$ cat config.mk
export PLATFORM = sky130hd
export DESIGN_NAME = refresh_pacer
export DESIGN_NICKNAME = d
export VERILOG_FILES = /design/src/rtl/refresh_pkg.sv /design/src/rtl/refresh_interval_calc.sv /design/src/rtl/refresh_countdown.sv /design/src/rtl/refresh_owed_tracker.sv /design/src/rtl/refresh_pacer.sv
export SDC_FILE = /design/constraint.sdc
export NUM_CORES = 1
export LEC_CHECK = 0
export ABC_AREA = 1
export ABC_CLOCK_PERIOD_IN_PS = 12300
export BUFFER_PORTS_ARGS = -buffer_cell sky130_fd_sc_hd__buf_4
export CORE_MARGIN = 3
export CORE_UTILIZATION = 45
export DETAILED_ROUTE_END_ITERATION = 10
export GPL_ROUTABILITY_DRIVEN = 0
export PLACE_DENSITY = 0.59
export REMOVE_ABC_BUFFERS = 1
export SETUP_SLACK_MARGIN = 0.1
export SLEW_MARGIN = 20
export SYNTH_ARGS = -nofsm -noshare
export SYNTH_HDL_FRONTEND = slang
export SYNTH_SLANG_ARGS = --single-unit
export TNS_END_PERCENT = 50
$ cat constraint.sdc
create_clock -name clk -period 12.3 [get_ports clk]
set_input_delay 0.615 -clock clk [delete_from_list [all_inputs] [get_ports clk]]
set_output_delay 0.615 -clock clk [all_outputs]
set_load 0.02 [all_outputs]
$ cat src/rtl/refresh_pkg.sv
package refresh_pkg;
  // refreshes owed per slot in burst mode, as a shift
  localparam int BURST_SHIFT = 3;
  localparam int BURST_LEN   = 1 << BURST_SHIFT;
  // 64000 us / 8192 refreshes = 125/16 us per refresh
  localparam int RATE_MUL    = 125;
  localparam int RATE_SHIFT  = 4;
  localparam int RATE_GROW   = 7;  // bits needed for RATE_MUL

  typedef enum logic {
    MODE_SINGLE = 1'b0,
    MODE_BURST  = 1'b1
  } ref_mode_e;
endpackage

$ cat src/rtl/refresh_interval_calc.sv
module refresh_interval_calc
  import refresh_pkg::*;
#(
  parameter int MHZ_W   = 10,
  parameter int IV_W    = MHZ_W + 3,
  parameter bit REG_OUT = 1'b1
) (
  input  logic             clk,
  input  logic             rst,
  input  logic [MHZ_W-1:0] mhz,
  output logic [IV_W-1:0]  interval
);
  localparam int PROD_W = MHZ_W + RATE_GROW;

  logic [PROD_W-1:0] prod;
  logic [IV_W-1:0]   raw_iv;
  logic [IV_W-1:0]   clamped;

  always_comb begin
    prod    = PROD_W'(mhz) * PROD_W'(RATE_MUL);
    raw_iv  = IV_W'(prod >> RATE_SHIFT);
    clamped = (raw_iv == '0) ? IV_W'(1) : raw_iv;
  end

  generate
    if (REG_OUT) begin : g_reg
      logic [IV_W-1:0] iv_q;
      always_ff @(posedge clk) begin
        if (rst) iv_q <= IV_W'(1);
        else     iv_q <= clamped;
      end
      assign interval = iv_q;
    end else begin : g_comb
      assign interval = clamped;
    end
  endgenerate
endmodule

$ cat src/rtl/refresh_countdown.sv
module refresh_countdown
  import refresh_pkg::*;
#(
  parameter int IV_W  = 13,
  parameter int CNT_W = IV_W + BURST_SHIFT
) (
  input  logic            clk,
  input  logic            rst,
  input  logic [IV_W-1:0] interval,
  input  logic            cfg_enable,
  input  logic            cfg_burst,
  output logic            expire,
  output logic            expire_burst,
  output logic            running
);
  logic [CNT_W-1:0] cnt_q;
  logic             run_q;
  ref_mode_e        mode_q;
  logic             reload;
  logic [CNT_W-1:0] span;

  always_comb begin
    reload = !run_q || (cnt_q == '0);
    span   = cfg_burst ? (CNT_W'(interval) << BURST_SHIFT) : CNT_W'(interval);
  end

  always_ff @(posedge clk) begin
    if (rst) begin
      cnt_q  <= '0;
      run_q  <= 1'b0;
      mode_q <= MODE_SINGLE;
    end else if (reload) begin
      run_q  <= cfg_enable;
      mode_q <= cfg_burst ? MODE_BURST : MODE_SINGLE;
      cnt_q  <= span - CNT_W'(1);
    end else begin
      cnt_q  <= cnt_q - CNT_W'(1);
    end
  end

  assign expire       = run_q && (cnt_q == '0);
  assign expire_burst = (mode_q == MODE_BURST);
  assign running      = run_q;
endmodule

$ cat src/rtl/refresh_owed_tracker.sv
module refresh_owed_tracker
  import refresh_pkg::*;
#(
  parameter int MAX_OWED = 24,
  parameter int OWED_W   = $clog2(MAX_OWED + 1)
) (
  input  logic              clk,
  input  logic              rst,
  input  logic              expire,
  input  logic              expire_burst,
  input  logic              ref_gnt,
  output logic              ref_req,
  output logic [OWED_W-1:0] owed
);
  localparam int SUM_W = OWED_W + BURST_SHIFT + 1;

  logic [OWED_W-1:0] owed_q;
  logic              req_q;
  logic [SUM_W-1:0]  add;
  logic [SUM_W-1:0]  take;
  logic [SUM_W-1:0]  total;
  logic [OWED_W-1:0] owed_nx;

  always_comb begin
    add     = expire ? (expire_burst ? SUM_W'(BURST_LEN) : SUM_W'(1)) : '0;
    take    = (req_q && ref_gnt) ? SUM_W'(1) : '0;
    total   = SUM_W'(owed_q) + add - take;
    owed_nx = (total > SUM_W'(MAX_OWED)) ? OWED_W'(MAX_OWED) : OWED_W'(total);
  end

  always_ff @(posedge clk) begin
    if (rst) begin
      owed_q <= '0;
      req_q  <= 1'b0;
    end else begin
      owed_q <= owed_nx;
      req_q  <= (owed_nx != '0);
    end
  end

  assign ref_req = req_q;
  assign owed    = owed_q;
endmodule

$ cat src/rtl/refresh_pacer.sv
module refresh_pacer
  import refresh_pkg::*;
#(
  parameter int MHZ_W    = 10,
  parameter int MAX_OWED = 24
) (
  input  logic             clk,
  input  logic             rst,
  input  logic [MHZ_W-1:0] clk_mhz,
  input  logic             cfg_enable,
  input  logic             cfg_burst,
  input  logic             ref_gnt,
  output logic             ref_req
);
  localparam int IV_W   = MHZ_W + 3;
  localparam int CNT_W  = IV_W + BURST_SHIFT;
  localparam int OWED_W = $clog2(MAX_OWED + 1);

  logic [IV_W-1:0]   interval;
  logic              tmr_expire;
  logic              tmr_burst;
  logic              tmr_running;
  logic [OWED_W-1:0] owed_q;

  refresh_interval_calc #(.MHZ_W(MHZ_W), .IV_W(IV_W), .REG_OUT(1'b1)) u_calc (
    .clk      (clk),
    .rst      (rst),
    .mhz      (clk_mhz),
    .interval (interval)
  );

  refresh_countdown #(.IV_W(IV_W), .CNT_W(CNT_W)) u_timer (
    .clk          (clk),
    .rst          (rst),
    .interval     (interval),
    .cfg_enable   (cfg_enable),
    .cfg_burst    (cfg_burst),
    .expire       (tmr_expire),
    .expire_burst (tmr_burst),
    .running      (tmr_running)
  );

  refresh_owed_tracker #(.MAX_OWED(MAX_OWED), .OWED_W(OWED_W)) u_owed (
    .clk          (clk),
    .rst          (rst),
    .expire       (tmr_expire),
    .expire_burst (tmr_burst),
    .ref_gnt      (ref_gnt),
    .ref_req      (ref_req),
    .owed         (owed_q)
  );
endmodule

==> run_results.csv, run 1 <==
group,metric,value,unit
timing,rsz0062_at_grt,"false",
timing,tightest_slew,0.783,ns
critical_path,critPathMaxStageDelay,0.51,ns
final_layout,fin_cells,713,
global_route,grt_antenna_before_repair,0,
clock_tree,cts_buffers,5,
power_and_ir_drop,p_per_area,230,nW/um2
logic_synthesis,syn_area,4120,um2
routing,vias_per_cell,4.92,
critical_path,cp.depth,21,
routing,drc,0,
routing,drt-total-wl,8580,um
logic_synthesis,synthesis.instances,593,
timing,final.min_clock_period,4.57,ns
routing,drtPass1Iterations,4,
floorplanning,io-pin-count,16,
placed_design,dp.final_hpwl,7200,um
clock_tree,clockBufferDepth,2,
timing,setup_tns,0,ns
critical_path,worst_path_dominant_cell_family,"adder cells",
hold_path,hold_path.class,"reg -> reg",
critical_path,ff2ff_setup_slack,9.39,ns
timing,fmaxAchievable,0.219,GHz
floorplanning,core,8810,um2
logic_synthesis,synth_edf_count,0,
critical_path,required,12.48,ns
logic_synthesis,ys_seq_area_share,18.0,%
final_layout,layout.nets,698,
placed_design,numPortBuffers,15,
placed_design,place_inst,705,
routing,vias,3505,
clock_tree,clk_latency,0.30,ns
logic_synthesis,synth_cell_type_count,33,
timing,slew_headroom,47.8,%
power_and_ir_drop,leakage,0.00237,uW
timing,setup_slack,7.73,ns
logic_synthesis,synthFlopType,"dfxtp_1",
floorplanning,die_x,102,um
clock_tree,post_cts_resized,0,
floorplanning,rows,34,
logic_synthesis,synth_warnings,0,
critical_path,worstSetupPathType,"in -> reg",
critical_path,cp-start-kind,"input port",
final_layout,final_util,50.1,%
clock_tree,path_clk_slew,0.08,ns
timing,holdWs,0.499,ns
run,maxCapViolCount,0,
global_route,grt_overflow,0,
routing,drt-initial-drc-count,145,
timing,maxSlewViolCount,0,
critical_path,cp_cell_sequence,"buf_4, inv_1, fa_1, fa_1, inv_1, fa_1, inv_1, fa_1, inv_1, ha_1, nand2_1, o21ai_0, nand2_1, nand3_1, nand2_1, nand2_1, nand2_1, nor2_1, nand3_1, nand2_1, nor2_1",
final_layout,n_antenna_cell,0,
global_route,grt_usage,18.4,%
critical_path,crit_top_cell,"nand2_1",
final_layout,final-seq-area,741,um2
critical_path,cp_slowest_cell,"fa_1",
routing,wl_per_cell,12.0,um
clock_tree,cts_num_sinks,37,
clock_tree,htree_levels,2,
routing,ant_nets,0,
floorplanning,dieArea,10300,um2
power_and_ir_drop,irDropWorstVdd,0.0996,mV
floorplanning,initial_utilization,46.8,%
final_layout,syn_to_final_growth,6.92,%
status,outcome,"finished clean",
logic_synthesis,ys_async_sr_fraction,0,%
final_layout,fill_cells,914,
critical_path,r2r-end,"u_owed.owed[4]",
timing,fin_worst_skew,0.0123,ns
critical_path,critPathBufInv,5,
global_route,grt_pass1_wl,15400,um
clock_tree,holdBufCountCts,0,
timing,post-route-period-util,37.2,%
logic_synthesis,synth-seq-cells,37,
clock_tree,cts_setup_buffers,0,
global_route,grt_pass1_vias,3420,
final_layout,drive_gt1_share,8.10,%
critical_path,worstPathArrival,4.75,ns
critical_path,worst-r2r-cell-count,13,
critical_path,worstPathMaxFanout,11,
critical_path,r2r-start,"u_timer.running",
timing,finalSetupViolations,0,
timing,hold_violations,0,
final_layout,multiInputGateArea,2850,um2
global_route,grt_max_degree,28,
critical_path,cp-startpoint,"clk_mhz[5]",
floorplanning,die_y,102,um
clock_tree,root_buffer,"clkbuf_8",
clock_tree,cts_tree,"built",
critical_path,crit_path_end,"u_calc.interval[1]",
critical_path,critPathCaptureType,"flop",
logic_synthesis,avgSynthCellArea,6.95,um2
placed_design,dp_worst_setup_slack,7.42,ns
==> cells in the mapped netlist, types with 3 or more instances <==
master,instances,share of area (%)
nand2_1,136,12
inv_1,120,11
nor2_1,69,6.3
ha_1,48,15
nand3_1,40,4.9
dfxtp_1,37,18
fa_1,31,15
a21oi_1,22,2.7
o21ai_0,20,2.4
nand2_2,7,1.1
nand4_1,7,1.1
xor2_1,6,1.3
buf_2,5,0.61
nand3b_1,5,0.91
nor2_2,5,0.76
nor3_1,4,0.49
xnor2_1,4,0.85
nand2_4,3,0.82
o21a_1,3,0.55
o21ai_1,3,0.36
==> worst reg2reg max path: stages, from the launching register on <==
cell,delay [ns]
dfxtp_1,0.83
nand4_1,0.24
ha_1,0.34
inv_1,0.04
ha_1,0.32
a21oi_1,0.20
nand2_1,0.08
xor2_1,0.17
nand2_1,0.08
nand2_1,0.04
nor2_1,0.17
inv_1,0.09
o21ai_0,0.15
inv_1,0.05
==> cell type report <==
class / instances / area share, %
clock buffer: 5 / 1.56
clock inverter: 3 / 1.05
inverter: 122 / 10.4
multi-input combinational: 423 / 64.6
sequential: 37 / 16.8
tap: 108 / 3.06
timing repair buffer: 15 / 2.55
==> through the flow <==
stage	cell area, um2	total power [uW]
after detailed placement	4290	908
after global routing	4410	1150
after floorplan	4050	757
after global placement	4290	904
after CTS	4410	1020
final	4410	1010
==> routing by layer <==
| metal | global-route usage, % | part of all wire, % |
|---|---|---|
| met5 | 0 | 0 |
| met4 | 3.68 | 1.3 |
| met3 | 2.34 | 4.5 |
| met2 | 32.0 | 48 |
| met1 | 24.5 | 46 |
==> registers in the layout, summed over array words and instances (netlist names) <==
register / count
u_calc.interval: 13
u_owed.owed: 5
u_owed.ref_req: 1
u_timer.cnt_q: 16
u_timer.expire_burst: 1
u_timer.running: 1
==> worst min path at each step <==
stage	startpoint	end	slack, ns	cells past startpoint
floorplan	u_timer.expire_burst	u_timer.expire_burst	0.45	2
global placement	u_timer.expire_burst	u_timer.expire_burst	0.47	2
detailed placement	u_timer.expire_burst	u_timer.expire_burst	0.49	2
CTS	u_timer.expire_burst	u_timer.expire_burst	0.50	2
global route	u_timer.expire_burst	u_timer.expire_burst	0.53	2
finish	u_timer.expire_burst	u_timer.expire_burst	0.50	2
==> power breakdown <==
| part | switching, uW | total, uW | internal [uW] |
|---|---|---|---|
| Clock | 49.2 | 110 | 60.7 |
| Sequential | 21.1 | 183 | 162 |
| Combinational | 453 | 719 | 267 |
==> placed cells by master (no fill, tap or decap) <==
cell type | Yosys | layout
a21oi_1 | 22 | 22
buf_4 | 1 | 15
bufinv_16 | 0 | 1
clkbuf_8 | 0 | 5
clkinv_4 | 0 | 1
clkinvlp_4 | 0 | 1
dfxtp_1 | 37 | 37
fa_1 | 31 | 31
ha_1 | 48 | 48
inv_1 | 120 | 120
inv_2 | 2 | 2
nand2_1 | 136 | 136
nand2_2 | 7 | 7
nand2_4 | 3 | 3
nand2_8 | 1 | 1
nand3_1 | 40 | 40
nand3_2 | 1 | 1
nand3_4 | 1 | 1
nand3b_1 | 5 | 5
nand4_1 | 7 | 7
nor2_1 | 69 | 69
nor2_2 | 5 | 5
nor2_4 | 2 | 2
nor3_1 | 4 | 4
nor3_2 | 1 | 1
nor3b_1 | 1 | 1
o21a_1 | 3 | 3
o21ai_0 | 20 | 20
o21ai_1 | 3 | 3
o21ai_2 | 2 | 2
or2_2 | 1 | 1
xnor2_1 | 4 | 4
xor2_1 | 6 | 6
==> logic make-up (layout without fill, tap and decap cells) <==
| group | Yosys count | in the layout | synth area share (%) |
|---|---|---|---|
| buffers and inverters | 133 | 145 | 13.0 |
| AOI/OAI and AO/OA | 50 | 50 | 6.43 |
| DFF | 37 | 37 | 18.0 |
| and+or+nand+nor | 284 | 284 | 30.9 |
| adders and majority gates | 79 | 79 | 29.6 |
| xor gates and xnor gates | 10 | 10 | 2.12 |
Power figures use the tool's default switching activity.
==> run 2: changes to the inputs <==
Settings changed: ABC_CLOCK_PERIOD_IN_PS 12300 to 3870, PLACE_DENSITY 0.59 to 0.61.
Clock period 12.3 ns to 3.87 ns, I/O delays scaled along.
==> run 2 against run 1 <==
  * Final cell count grew 6.0%
  * Critical endpoint is now u_calc.interval[3]
  * Via count rose by 5.1%
  * Flip-flop and latch count unchanged
  * Hold slack lost 0.39 ns
  * Largest cell class unchanged
  * Die area stayed put
  * Count of clock-buffer cells in the layout rose by 1
  * Core utilization rose by 7.3 points
  * Sequential power rose to 3.1 times the previous value
  * Combinational power grew to 4.8 times the previous value
  * First-iteration DRC count is 2.1% higher
  * Critical path type unchanged
==> run_results.csv, run 2 (synthesis gave the netlist of run 1 again) <==
group,metric,value,unit
status,outcome,"finished clean",
routing,wl_per_cell,12.4,um
final_layout,syn_to_final_growth,22.5,%
final_layout,final-seq-area,741,um2
placed_design,dp_worst_setup_slack,-0.509,ns
power_and_ir_drop,p_per_area,848,nW/um2
clock_tree,path_clk_slew,0.08,ns
clock_tree,cts_tree,"built",
floorplanning,core,8810,um2
global_route,grt_max_degree,28,
clock_tree,clk_latency,0.29,ns
clock_tree,holdBufCountCts,0,
clock_tree,htree_levels,2,
floorplanning,die_y,102,um
global_route,grt_overflow,0,
critical_path,worst_path_dominant_cell_family,"adder cells",
timing,rsz0062_at_grt,"true",
clock_tree,cts_buffers,5,
routing,drt-total-wl,9380,um
timing,post-route-period-util,95.5,%
timing,slew_headroom,55.7,%
final_layout,top_register,"u_timer.cnt_q",
final_layout,n_antenna_cell,0,
hold_path,hold_path.class,"in -> reg",
timing,finalSetupViolations,0,
critical_path,cp_cell_sequence,"buf_8, inv_6, fa_1, fa_1, inv_1, fa_1, inv_2, fa_1, inv_2, ha_4, nand2_4, nor2_4, nand3_2, nand3_1, nand2_1, nand2_1, nand2_1, nor2_2, nand3_4, nand2_4, nor2_1",
power_and_ir_drop,irDropWorstVdd,0.367,mV
timing,fmaxAchievable,0.271,GHz
floorplanning,initial_utilization,46.8,%
global_route,grt_antenna_before_repair,0,
floorplanning,dieArea,10300,um2
routing,vias,3685,
critical_path,critPathBufInv,5,
timing,setup_tns,0,ns
critical_path,worstPathArrival,3.87,ns
critical_path,cp-start-kind,"input port",
power_and_ir_drop,leakage,0.00262,uW
timing,holdWs,0.112,ns
floorplanning,rows,34,
critical_path,critPathMaxStageDelay,0.56,ns
global_route,grt_pass1_vias,3490,
timing,hold_violations,0,
power_and_ir_drop,seqPwrFrac,13.4,%
global_route,grt_pass1_wl,15200,um
power_and_ir_drop,p_switching,2090,uW
clock_tree,clockBufferDepth,2,
critical_path,cp_slowest_cell,"fa_1",
final_layout,drive_gt1_share,23.1,%
routing,drt-initial-drc-count,148,
final_layout,layout_commonest_cell,"nand2_1",
routing,vias_per_cell,4.87,
timing,tightest_slew,0.664,ns
critical_path,required,4.05,ns
power_and_ir_drop,switching_share,48.7,%
critical_path,crit_top_cell,"fa_1",
power_and_ir_drop,p_int,2200,uW
final_layout,final_cell_mix,"125 x nand2_1, 114 x inv_1, 55 x nor2_1, 55 x buf_4, 41 x ha_1",
routing,drc,0,
global_route,grt_usage,18.1,%
final_layout,layout.nets,741,
clock_tree,root_buffer,"clkbuf_8",
clock_tree,cts_num_sinks,37,
critical_path,critPathCaptureType,"flop",
placed_design,numPortBuffers,15,
routing,drtPass1Iterations,4,
power_and_ir_drop,p_comb_share,80.0,%
timing,maxSlewViolCount,0,
final_layout,fill_cells,836,
power_and_ir_drop,p_clk_share,6.7,%
timing,final.min_clock_period,3.70,ns
floorplanning,die_x,102,um
critical_path,worstPathMaxFanout,6,
run,maxCapViolCount,0,
critical_path,worstSetupPathType,"in -> reg",
final_layout,largest_register_ffs,16,
floorplanning,io-pin-count,16,
placed_design,dp.final_hpwl,7320,um
routing,ant_nets,0,
final_layout,multiInputGateArea,3180,um2
timing,fin_worst_skew,0.00740,ns
timing,setup_slack,0.175,ns
-- run 2: changes by cell type in the layout (fill, tap and decap cells not counted), sizes merged --
cell,change
buf,+42
bufinv,-1
clkbuf,+1
clkinv,+1
clkinvlp,-1
nand2,+1
-- run 2: area by class of cell --
| class | instances | share of cell area (%) |
|---|---|---|
| sequential | 37 | 14.7 |
| timing repair buffer | 57 | 8.69 |
| tap | 108 | 2.67 |
| multi-input combinational | 424 | 62.9 |
| clock inverter | 2 | 0.272 |
| inverter | 122 | 9.21 |
| clock buffer | 6 | 1.63 |
-- run 2: worst min-delay path, delay by kind of cell --
kind                   cells  cell delay (ns)
buffers and inverters      1             0.08
and+or+nand+nor            2             0.10
-- run 2: metal layers --
metal  track usage, %  vias to the layer above  wire [um]
met2             31.0                       69       4580
met4             2.76                        0         59
met5                0                        -          0
li1                 -                     1928          -
met1             25.2                     1683       4360
met3             1.86                        5        383
-- run 2: stage by stage --
stage | instances | total power (uW) | area, um2 | utilization [%]
after detailed placement | 742 | 3290 | 4570 | 51.9
after global placement | 742 | 3260 | 4570 | 51.9
after floorplan | 582 | 2410 | 4050 | -
final | 756 | 4290 | 5050 | 57.4
after CTS | 754 | 3800 | 4790 | 54.4
after global routing | 756 | 4750 | 5050 | 57.4
-- run 2: worst paths after layout --
| kind | start | end | slack [ns] | cells past startpoint |
|---|---|---|---|---|
| max | clk_mhz[3] | u_calc.interval[3] | 0.17 | 21 |
| min | cfg_enable | u_timer.running | 0.11 | 3 |
| max reg2reg | u_timer.cnt_q[5] | u_owed.owed[4] | 1.07 | 15 |
| min reg2reg | u_timer.expire_burst | u_timer.expire_burst | 0.49 | 2 |
-- run 2: power by group through the flow --
stage | logic, uW | registers [uW] | clock network (uW)
2_1_floorplan | 1830 | 576 | 0
3_3_place_gp | 2680 | 580 | 0
3_5_place_dp | 2710 | 581 | 0
4_1_cts | 2930 | 573 | 295
5_1_grt | 3850 | 589 | 317
6_report | 3430 | 573 | 286
-- run 2: repair_timing --
| item | 4_1_cts | 5_1_grt |
|---|---|---|
| setup buffers | 3 | 2 |
| resized for setup | 21 | 60 |
| pin swaps | 6 | 32 |
| setup endpoints to repair | 12 | 12 |
| gates cloned | 1 | 0 |
